**src/rtl/cordic4_pkg.sv**
```systemverilog
package cordic4_pkg;

    // Sequencer phases of the rotator
    typedef enum logic [1:0] {
        ST_IDLE = 2'd0,
        ST_ITER = 2'd1,
        ST_SCX  = 2'd2,
        ST_SCY  = 2'd3
    } st_e;

endpackage

```
**src/rtl/cordic4_digit.sv**
```systemverilog
// Picks the signed radix-4 digit from the residual angle.
module cordic4_digit #(
    parameter int ZI = 20,
    parameter int FZ = 18,
    parameter int IT = 4
) (
    input  logic signed [ZI-1:0] z,
    input  logic [IT-1:0]        iter,
    output logic signed [2:0]    dsel
);
    localparam int TW = $clog2(FZ + 1);

    logic [TW-1:0]        tsh;
    logic signed [ZI-1:0] t_lo;
    logic signed [ZI-1:0] t_hi;

    always_comb begin
        // thresholds 0.5*4^-i and 1.5*4^-i
        tsh  = TW'(FZ - 1) - TW'({iter, 1'b0});
        t_lo = ZI'(1) << tsh;
        t_hi = ZI'(3) << tsh;
        if (z >= t_hi)       dsel = 3'sd2;
        else if (z >= t_lo)  dsel = 3'sd1;
        else if (z > -t_lo)  dsel = 3'sd0;
        else if (z > -t_hi)  dsel = -3'sd1;
        else                 dsel = -3'sd2;
    end
endmodule

```
**src/rtl/cordic4_rom.sv**
```systemverilog
// Elementary angles and gain factors per iteration, computed at elaboration.
module cordic4_rom #(
    parameter int N  = 8,
    parameter int FZ = 18,
    parameter int ZI = 20,
    parameter int KF = 20,
    parameter int KW = 21,
    parameter int IT = 4
) (
    input  logic [IT-1:0]        iter,
    input  logic                 mag2,
    output logic signed [ZI-1:0] ang,
    output logic [KW-1:0]        kfac
);
    logic signed [ZI-1:0] a1_t [N];
    logic signed [ZI-1:0] a2_t [N];
    logic [KW-1:0]        k1_t [N];
    logic [KW-1:0]        k2_t [N];

    for (genvar g = 0; g < N; g++) begin : g_tab
        localparam real STEP = 1.0 / (4.0 ** (g + 1));
        assign a1_t[g] = ZI'($rtoi($atan(STEP) * (2.0 ** FZ) + 0.5));
        assign a2_t[g] = ZI'($rtoi($atan(2.0 * STEP) * (2.0 ** FZ) + 0.5));
        assign k1_t[g] = KW'($rtoi((2.0 ** KF) / $sqrt(1.0 + STEP * STEP) + 0.5));
        assign k2_t[g] = KW'($rtoi((2.0 ** KF) / $sqrt(1.0 + 4.0 * STEP * STEP) + 0.5));
    end

    always_comb begin
        ang  = mag2 ? a2_t[0] : a1_t[0];
        kfac = mag2 ? k2_t[0] : k1_t[0];
        for (int j = 1; j < N; j++) begin
            if (int'(iter) == j + 1) begin
                ang  = mag2 ? a2_t[j] : a1_t[j];
                kfac = mag2 ? k2_t[j] : k1_t[j];
            end
        end
    end
endmodule

```
**src/rtl/cordic4_mul.sv**
```systemverilog
// Shared signed-by-unsigned multiplier used for gain tracking and output scaling.
module cordic4_mul #(
    parameter int AW = 22,
    parameter int BW = 21
) (
    input  logic signed [AW-1:0] a,
    input  logic [BW-1:0]        b,
    output logic signed [AW+BW:0] p
);
    localparam int PW = AW + BW + 1;

    assign p = PW'(a) * PW'($signed({1'b0, b}));
endmodule

```
**src/rtl/cordic4_rot.sv**
```systemverilog
module cordic4_rot
    import cordic4_pkg::*;
#(
    parameter int DW = 16,
    parameter int AW = 16,
    parameter int FA = 14,
    parameter int G  = 4,
    parameter int N  = 8,
    parameter int KF = 20
) (
    input  logic                 clk,
    input  logic                 rst_n,
    input  logic                 start,
    input  logic signed [DW-1:0] x_in,
    input  logic signed [DW-1:0] y_in,
    input  logic signed [AW-1:0] angle_in,
    output logic                 done,
    output logic signed [DW-1:0] x_out,
    output logic signed [DW-1:0] y_out
);
    localparam int IW = DW + G + 2;
    localparam int FZ = FA + G;
    localparam int ZI = AW + G;
    localparam int KW = KF + 1;
    localparam int IT = $clog2(N + 1);
    localparam int SW = $clog2(2 * N + 1);
    localparam int PW = IW + KW + 1;
    localparam int OS = KF + G;

    typedef struct packed {
        st_e                  st;
        logic [IT-1:0]        iter;
        logic signed [IW-1:0] x;
        logic signed [IW-1:0] y;
        logic signed [ZI-1:0] z;
        logic [KW-1:0]        k;
        logic signed [DW-1:0] xs;
        logic signed [DW-1:0] xo;
        logic signed [DW-1:0] yo;
        logic                 done;
    } rot_t;

    rot_t r_d, r_q;

    logic signed [2:0]    dsel;
    logic                 mag2;
    logic signed [ZI-1:0] ang;
    logic [KW-1:0]        kfac;
    logic signed [IW-1:0] mul_a;
    logic [KW-1:0]        mul_b;
    logic signed [PW-1:0] prod;
    logic signed [PW-1:0] rnd;
    logic [SW-1:0]        sh;
    logic signed [IW-1:0] xsh;
    logic signed [IW-1:0] ysh;

    assign mag2 = (dsel == 3'sd2) || (dsel == -3'sd2);

    cordic4_digit #(.ZI(ZI), .FZ(FZ), .IT(IT)) u_dig (
        .z(r_q.z), .iter(r_q.iter), .dsel(dsel)
    );

    cordic4_rom #(.N(N), .FZ(FZ), .ZI(ZI), .KF(KF), .KW(KW), .IT(IT)) u_rom (
        .iter(r_q.iter), .mag2(mag2), .ang(ang), .kfac(kfac)
    );

    cordic4_mul #(.AW(IW), .BW(KW)) u_mul (
        .a(mul_a), .b(mul_b), .p(prod)
    );

    always_comb begin
        r_d      = r_q;
        r_d.done = 1'b0;
        mul_a    = '0;
        mul_b    = '0;
        // |d| = 2 means one shift fewer than |d| = 1
        sh       = SW'({r_q.iter, 1'b0}) - SW'(mag2);
        xsh      = r_q.x >>> sh;
        ysh      = r_q.y >>> sh;
        rnd      = prod + (PW'(1) <<< (OS - 1));
        unique case (r_q.st)
            ST_IDLE: begin
                if (start) begin
                    r_d.x    = {{(IW-DW-G){x_in[DW-1]}}, x_in, {G{1'b0}}};
                    r_d.y    = {{(IW-DW-G){y_in[DW-1]}}, y_in, {G{1'b0}}};
                    r_d.z    = {angle_in, {G{1'b0}}};
                    r_d.k    = '0;
                    r_d.k[KF] = 1'b1;
                    r_d.iter = IT'(1);
                    r_d.st   = ST_ITER;
                end
            end
            ST_ITER: begin
                mul_a = IW'(r_q.k);
                mul_b = kfac;
                if (dsel > 3'sd0) begin
                    r_d.x = r_q.x - ysh;
                    r_d.y = r_q.y + xsh;
                    r_d.z = r_q.z - ang;
                    r_d.k = prod[KF +: KW];
                end else if (dsel < 3'sd0) begin
                    r_d.x = r_q.x + ysh;
                    r_d.y = r_q.y - xsh;
                    r_d.z = r_q.z + ang;
                    r_d.k = prod[KF +: KW];
                end
                if (r_q.iter == IT'(N)) r_d.st = ST_SCX;
                else                    r_d.iter = r_q.iter + IT'(1);
            end
            ST_SCX: begin
                mul_a  = r_q.x;
                mul_b  = r_q.k;
                r_d.xs = rnd[OS +: DW];
                r_d.st = ST_SCY;
            end
            ST_SCY: begin
                mul_a    = r_q.y;
                mul_b    = r_q.k;
                r_d.xo   = r_q.xs;
                r_d.yo   = rnd[OS +: DW];
                r_d.done = 1'b1;
                r_d.st   = ST_IDLE;
            end
            default: r_d.st = ST_IDLE;
        endcase
    end

    always_ff @(posedge clk or negedge rst_n) begin
        if (!rst_n) r_q <= '0;
        else        r_q <= r_d;
    end

    assign done  = r_q.done;
    assign x_out = r_q.xo;
    assign y_out = r_q.yo;
endmodule

```
**config.mk**
```make
export PLATFORM = sky130hd
export DESIGN_NAME = cordic4_rot
export DESIGN_NICKNAME = d
export VERILOG_FILES = /design/src/rtl/cordic4_pkg.sv /design/src/rtl/cordic4_digit.sv /design/src/rtl/cordic4_rom.sv /design/src/rtl/cordic4_mul.sv /design/src/rtl/cordic4_rot.sv
export SDC_FILE = /design/constraint.sdc
export NUM_CORES = 2
export LEC_CHECK = 0
export BUFFER_PORTS_ARGS = -buffer_cell sky130_fd_sc_hd__buf_2
export CAP_MARGIN = 40
export CORE_MARGIN = 2
export CORE_UTILIZATION = 45
export CTS_CLUSTER_SIZE = 25
export DETAILED_ROUTE_END_ITERATION = 6
export SETUP_SLACK_MARGIN = 0.02
export SLEW_MARGIN = 30
export SYNTH_ARGS = -nofsm -noshare
export SYNTH_HDL_FRONTEND = slang
export SYNTH_SLANG_ARGS = --single-unit
export TNS_END_PERCENT = 30
```
**constraint.sdc**
```tcl
create_clock -name clk -period 24.4 [get_ports clk]
set_clock_uncertainty 0.1 [all_clocks]
set_input_delay 1.22 -clock clk [delete_from_list [all_inputs] [get_ports clk]]
set_output_delay 1.22 -clock clk [all_outputs]
set_load 0.03 [all_outputs]
```
Word-level counts from Yosys, hierarchy flattened
Index checks and enable logic that the tools add are counted.
- flip-flop bits (word level): 140
- input port bits: 51
- output and inout port bits: 33
- logic and storage cells: 98
- $add $sub $neg: 12
- multiply operators: 1
- order comparisons: 6
- eq/ne operators: 17
- shift-type cells: 4
- multiplexer cells: 41
- reductions and logical operators: 7
- operators with widths (kind ; number):
    case mux 89 bit (2 select lines) ; 1
    2-to-1 mux 85 bit ; 2
    2-to-1 mux 21 bit ; 8
    2-to-1 mux 20 bit ; 7
    2-to-1 mux 91 bit ; 1
    case mux 22 bit (3 select lines) ; 1
    adder 22 bit ; 2
    >>> shifter 22 x 5 -> 22 bit ; 2
    subtractor 22 bit ; 2
    case mux 21 bit (2 select lines) ; 1
    multiplier 22 x 22 -> 41 bit ; 1
    adder 40 x 25 -> 40 bit (second input constant) ; 1
    >= comparator 20 bit ; 2
    > comparator 20 bit ; 2
    negation 20 bit ; 2
    2-to-1 mux 17 bit ; 2
    == test 4 bit (second input constant) ; 6
    2-to-1 mux 12 bit ; 2
    adder 20 bit ; 1
    << shifter 1 x 5 -> 20 bit (first input constant) ; 1
    << shifter 2 x 5 -> 20 bit (first input constant) ; 1
    subtractor 20 bit ; 1
    2-to-1 mux 15 bit ; 1
    2-to-1 mux 13 bit ; 1
    other kinds (28) ; 37

Longest topological paths before layout
- depth after elaboration: 23
- depth in mapped cells: 61
- gate-level depth less buffers: 55

By module
From an unflattened synthesis, not the netlist that was laid out.
- cell total of the unflattened synthesis: 3862
- area total of the unflattened synthesis: 33274.4 sq um
- by module, submodules not included (module ; times used ; cells each ; area each (sq um)):
    cordic4_mul ; 1 ; 1920 ; 17380.4
    cordic4_rot ; 1 ; 1563 ; 13320.3
    cordic4_digit ; 1 ; 233 ; 1614.0
    cordic4_rom ; 1 ; 146 ; 959.7

Worst setup path before layout
Ideal clock, no wire load.
- path kind: reg2reg
- from: reg r_q[135] (netlist name)
- to: reg r_q[47] (netlist name)
- library setup time: 0.137 ns
- arrival time: 13.294 ns
- data required time: 24.163 ns
- path slack: 10.869 ns
- cell stages (with the launch flop): 60
- buffers on the path: 8
- path through: dfrtp_1 -> clkbuf_1 -> inv_1 -> ha_1 -> clkbuf_1 -> nand2b_1 -> a21oi_1 -> and2_1 -> inv_1 -> nand2_1 -> a21oi_1 -> nand3_1 -> nor2_1 -> and3_1 -> xnor2_1 -> ha_1 -> buf_6 -> nand4_1 -> [24 not listed] -> fa_1 -> ha_1 -> clkbuf_1 -> a21oi_1 -> o21ai_0 -> a21o_1 -> a21o_1 -> a21o_1 -> a21o_1 -> or3_1 -> o21ai_0 -> o21bai_1 -> xor2_1 -> nand4b_1 -> nor4_1 -> and4b_1 -> xor2_1 -> a21oi_1
- cells in the longest elaborated chain, start to end: 21
- RTL lines (element ; line ; source):
    from (decl) ; cordic4_rot.sv:43 ; rot_t r_d, r_q;
    from (signal assigned) ; cordic4_rot.sv:130 ; else r_q <= r_d;
    subtractor 5 bit ; cordic4_digit.sv:19 ; tsh = TW'(FZ - 1) - TW'({iter, 1'b0});
    << shifter 2 x 5 -> 20 bit ; cordic4_digit.sv:21 ; t_hi = ZI'(3) << tsh;
    negation 20 bit ; cordic4_digit.sv:25 ; else if (z > -t_hi) dsel = -3'sd1;
    > comparator 20 bit ; cordic4_digit.sv:25 ;
    2-to-1 mux 1 bit ; cordic4_digit.sv:25 ;
    2-to-1 mux 3 bit ; cordic4_digit.sv:24 ; else if (z > -t_lo) dsel = 3'sd0;
    2-to-1 mux 3 bit ; cordic4_digit.sv:23 ; else if (z >= t_lo) dsel = 3'sd1;
    2-to-1 mux 3 bit ; cordic4_digit.sv:22 ; if (z >= t_hi) dsel = 3'sd2;
    == test 3 bit or == test 3 x 2 -> 1 bit (tied branches) ; cordic4_rot.sv:57 ; assign mag2 = (dsel == 3'sd2) || (dsel == -3'sd2);
    logical OR 1 bit ; cordic4_rot.sv:57 ;
    2-to-1 mux 17 bit or 2-to-1 mux 13 bit (tied branches) ; cordic4_rom.sv:30, cordic4_rom.sv:34 ;
    2-to-1 mux 21 bit (6 in a row) ; cordic4_rom.sv:32 ; if (int'(iter) == j + 1) begin
    2-to-1 mux 21 bit * ; cordic4_rom.sv:32 ;
    case mux 21 bit (2 select lines) * ; cordic4_rot.sv:81 ; unique case (r_q.st)
    multiplier 22 x 22 -> 41 bit * ; cordic4_mul.sv:12 ; assign p = PW'(a) * PW'($signed({1'b0, b}));
    adder 40 x 25 -> 40 bit * ; cordic4_rot.sv:80 ; rnd = prod + (PW'(1) <<< (OS - 1));
Mark *: on every way between the ends. The rest lies on a longest branch, timed or not.
A chain may end at the register's enable or synchronous reset.

Worst setup path in the final report
- from: reg r_q[135] (netlist name)
- to: reg r_q, in the netlist y_out[14]
Same word-level chain as after synthesis.

==> impl_results.md <==
- Ports: 84
- Failing checks: DRC
- Core ar.: 0.07027 sq mm
- Final worst path period share: 0.6582
- Post-DP HPWL: roughly 80,000 microns
- Reg-to-Reg Start: r_q[135]$_DFFE_PN0P_
- Final Setup Violations: 0
- Vias in the first global route: 28,300
- First-pass GRT wire length: 163,400 microns
- Area leader, netlist: fa_1
- Crit path max fanout: 56
- Grt total ovfl: 0
- Required @ worst endpoint: 24.63 ns
- Cell mode on critical path: fa_1
- Hold-fix buffers at CTS: 0
- Setup_tns: 0 ns
- Hold Crit Endpoint: x_out[2]$_DFFE_PN0P_
- Critical Path Start Type: flop
- Initial antenna violation count: 0
- Vias: 27,972
- First-pass DRT Iterations: 7
- Unrepaired setup endpoints after global routing: false
- CP arrival: 16.29 ns
- Largest net degree at the start of global routing: 89
- Syn_area_per_cell: 8.160 sq um
- Clock root buffer: clkbuf_16
- Synth unique cells: 95
- Diode count: 0
- Top cell type's share of synthesized area: 0.2857
- Relative slew slack: 0.3202
- H-tree Lvls: 4
- Crit Path Class: flop to flop
- Sequential-to-total area share from yosys stat: 0.1094
- Worst hold start: x_out[2]$_DFFE_PN0P_
- Top cells by area, synth: fa_1 29%, dfrtp_1 11%, ha_1 9.4%
- Synth async-reset ratio: 1.000
- # fillers: 6,946
- Clk_lat worst skew: about 0.48 ns
- Max Buffers Root-to-Sink: 2
- #FFs+latches synth: 140
- Endpoints failing hold: 0
- Global Route Usage Sum: 0.2852
- Post-layout min period: between 15 and 20 ns
- 1st-iter DRT viols: 2,693
- DRC: 6
- Routed Antenna Nets: 0
- Layout Nets: 4,625
- Outcome: finished, violations left
- Layout Area Growth over Synthesis: 6.544%
- Max Cap Violations: 0
- CP Capture Type: flop
- Post-synth EDFFs: 0
- Clock slew seen by the registers of the worst setup and hold paths: roughly 0.080 ns
- Synth cell count leaders: 587 x nand2_1, 541 x inv_1, 457 x fa_1
- Die Ht: 270.8 microns
- Syn nets: 4,673
- Initial core utilization: 0.4558
- Reg2reg setup slack: about 8.3 ns
- Core Rows: 97
- Average wire per standard cell: approximately 21 microns
- Largest stage delay, worst path: slightly above 0.8 ns
- Post-Synthesis Cells: 3,925
- Worst-Margin Slew: 1.020 ns
- Clock sink total: 140
- Routability cong.: 0.9903
- DR vias/cell: 5.791
- Die area: 0.07332 sq mm
- FF-to-FF path depth: 52
- CTS tree: yes
- Ys Warns: 0
- Top FF cell, synth: dfrtp_1
- Layout Utilization: 0.4856
- Max Fclk: between 60 and 70 MHz
- Final slew viol count: 0
- WL final: between 100,000 and 150,000 microns
- Critical path's slowest cell: a221oi_1
- Post-CTS Setup Repair Bufs: 0
- Hold path cells: 1
- Post-cts sizing count: 0
- Die width: 270.8 microns
- R2R Path End: y_out[14]$_DFFE_PN0P_
- HP Class: flop to flop
- Area of the multi-input gates: 0.02563 sq mm
- Mapped Area: 0.03203 sq mm
- CTS Buf Count: 17
- Layout cells sized above 1: 0.08303
- Seq. cell area: 0.003505 sq mm
- Most common cell in the netlist: nand2_1
- Port Buffers: 83
metrics by stage:
step	worst slack [ns]	cells	hold WS (ns)	cell area, sq um
6_report	8.340	4830	0.4055	34120
5_1_grt	7.404	4830	0.4251	34120
3_5_place_dp	8.627	4789	0.3913	33360
3_3_place_gp	8.441	4779	0.3893	33240
4_1_cts	8.554	4821	0.4120	33980
2_1_floorplan	10.87	3925	0.3681	32030
how the worst max path moves through the flow:
stage / start / endpoint / slack, ns / cells past startpoint
2_1_floorplan: r_q[135]$_DFFE_PN0P_ / r_q[47]$_DFFE_PN0P_ / 10.87 / 59
3_3_place_gp: r_q[135]$_DFFE_PN0P_ / r_q[48]$_DFFE_PN0P_ / 8.44 / 50
3_5_place_dp: r_q[135]$_DFFE_PN0P_ / y_out[14]$_DFFE_PN0P_ / 8.63 / 52
4_1_cts: r_q[135]$_DFFE_PN0P_ / y_out[12]$_DFFE_PN0P_ / 8.55 / 52
5_1_grt: r_q[135]$_DFFE_PN0P_ / y_out[10]$_DFFE_PN0P_ / 7.40 / 52
6_report: r_q[135]$_DFFE_PN0P_ / y_out[14]$_DFFE_PN0P_ / 8.34 / 52
cell type report:
class	count	share of cell area
clock buffers	17	0.01247
clock inverters	15	0.005683
inverters	545	0.06002
multi-input cells	3008	0.7511
flip-flops and latches	140	0.1027
well taps	940	0.03447
repair buffers	165	0.03351
sequential cells by signal, summed over array words and instances, names as in the netlist:
register	flops
done	1
r_q	107
x_out	16
y_out	16
metal layers:
layer / vias up / global-route usage / wire, microns
li1: 12815 / - / -
met1: 13786 / 0.4011 / 44780
met2: 1140 / 0.4372 / 44880
met3: 231 / 0.05592 / 8834
met4: 0 / 0.1005 / 3772
met5: - / 0 / 0
layout by cell type, fill, tap and decap left out, types with 11 or more instances in the layout:
cell	instances
a211oi_1	15
a21o_1	50
a21oi_1	189
a22o_1	15
a31o_2	25
a31oi_1	46
a31oi_2	11
and2_1	29
and3_1	21
buf_2	84
buf_4	67
clkbuf_16	17
dfrtp_1	139
fa_1	457
ha_1	236
inv_1	541
mux2_2	32
mux2i_1	82
nand2_1	587
nand2b_1	15
nand3_1	65
nand4_1	29
nor2_1	393
nor2b_1	23
nor3_1	50
nor4_1	11
o211ai_1	29
o21ai_0	148
o21bai_1	15
o22ai_1	11
o311ai_0	13
o31ai_1	15
or3_1	23
xnor2_1	105
xor2_1	54
kinds of logic (layout without fill, tap and decap cells):
kind of cell	count (synthesis)	after routing	synth area share
DFF	140	140	0.1094
muxes	128	128	0.04587
xor gates and xnor gates	161	161	0.04403
adders and majority gates	697	697	0.3794
and+or+nand+nor	1294	1294	0.1751
buffers and inverters	777	742	0.09696
AOI/OAI and AO/OA	728	728	0.1492
critical path: cells and delay by family, from the launching register on:
family / cells / cell delay, ns
multiplexers: 1 / 0.54
buffers and inverters: 8 / 1.58
flip-flops: 1 / 0.57
AND/OR/NAND/NOR: 16 / 3.72
XOR/XNOR: 3 / 0.64
adder cells (fa/ha/maj): 11 / 5.19
AO/OA/AOI/OAI: 13 / 3.58
Power is not shown: default switching activity piles up to over one toggle a cycle in this logic, so the estimate is an artifact.
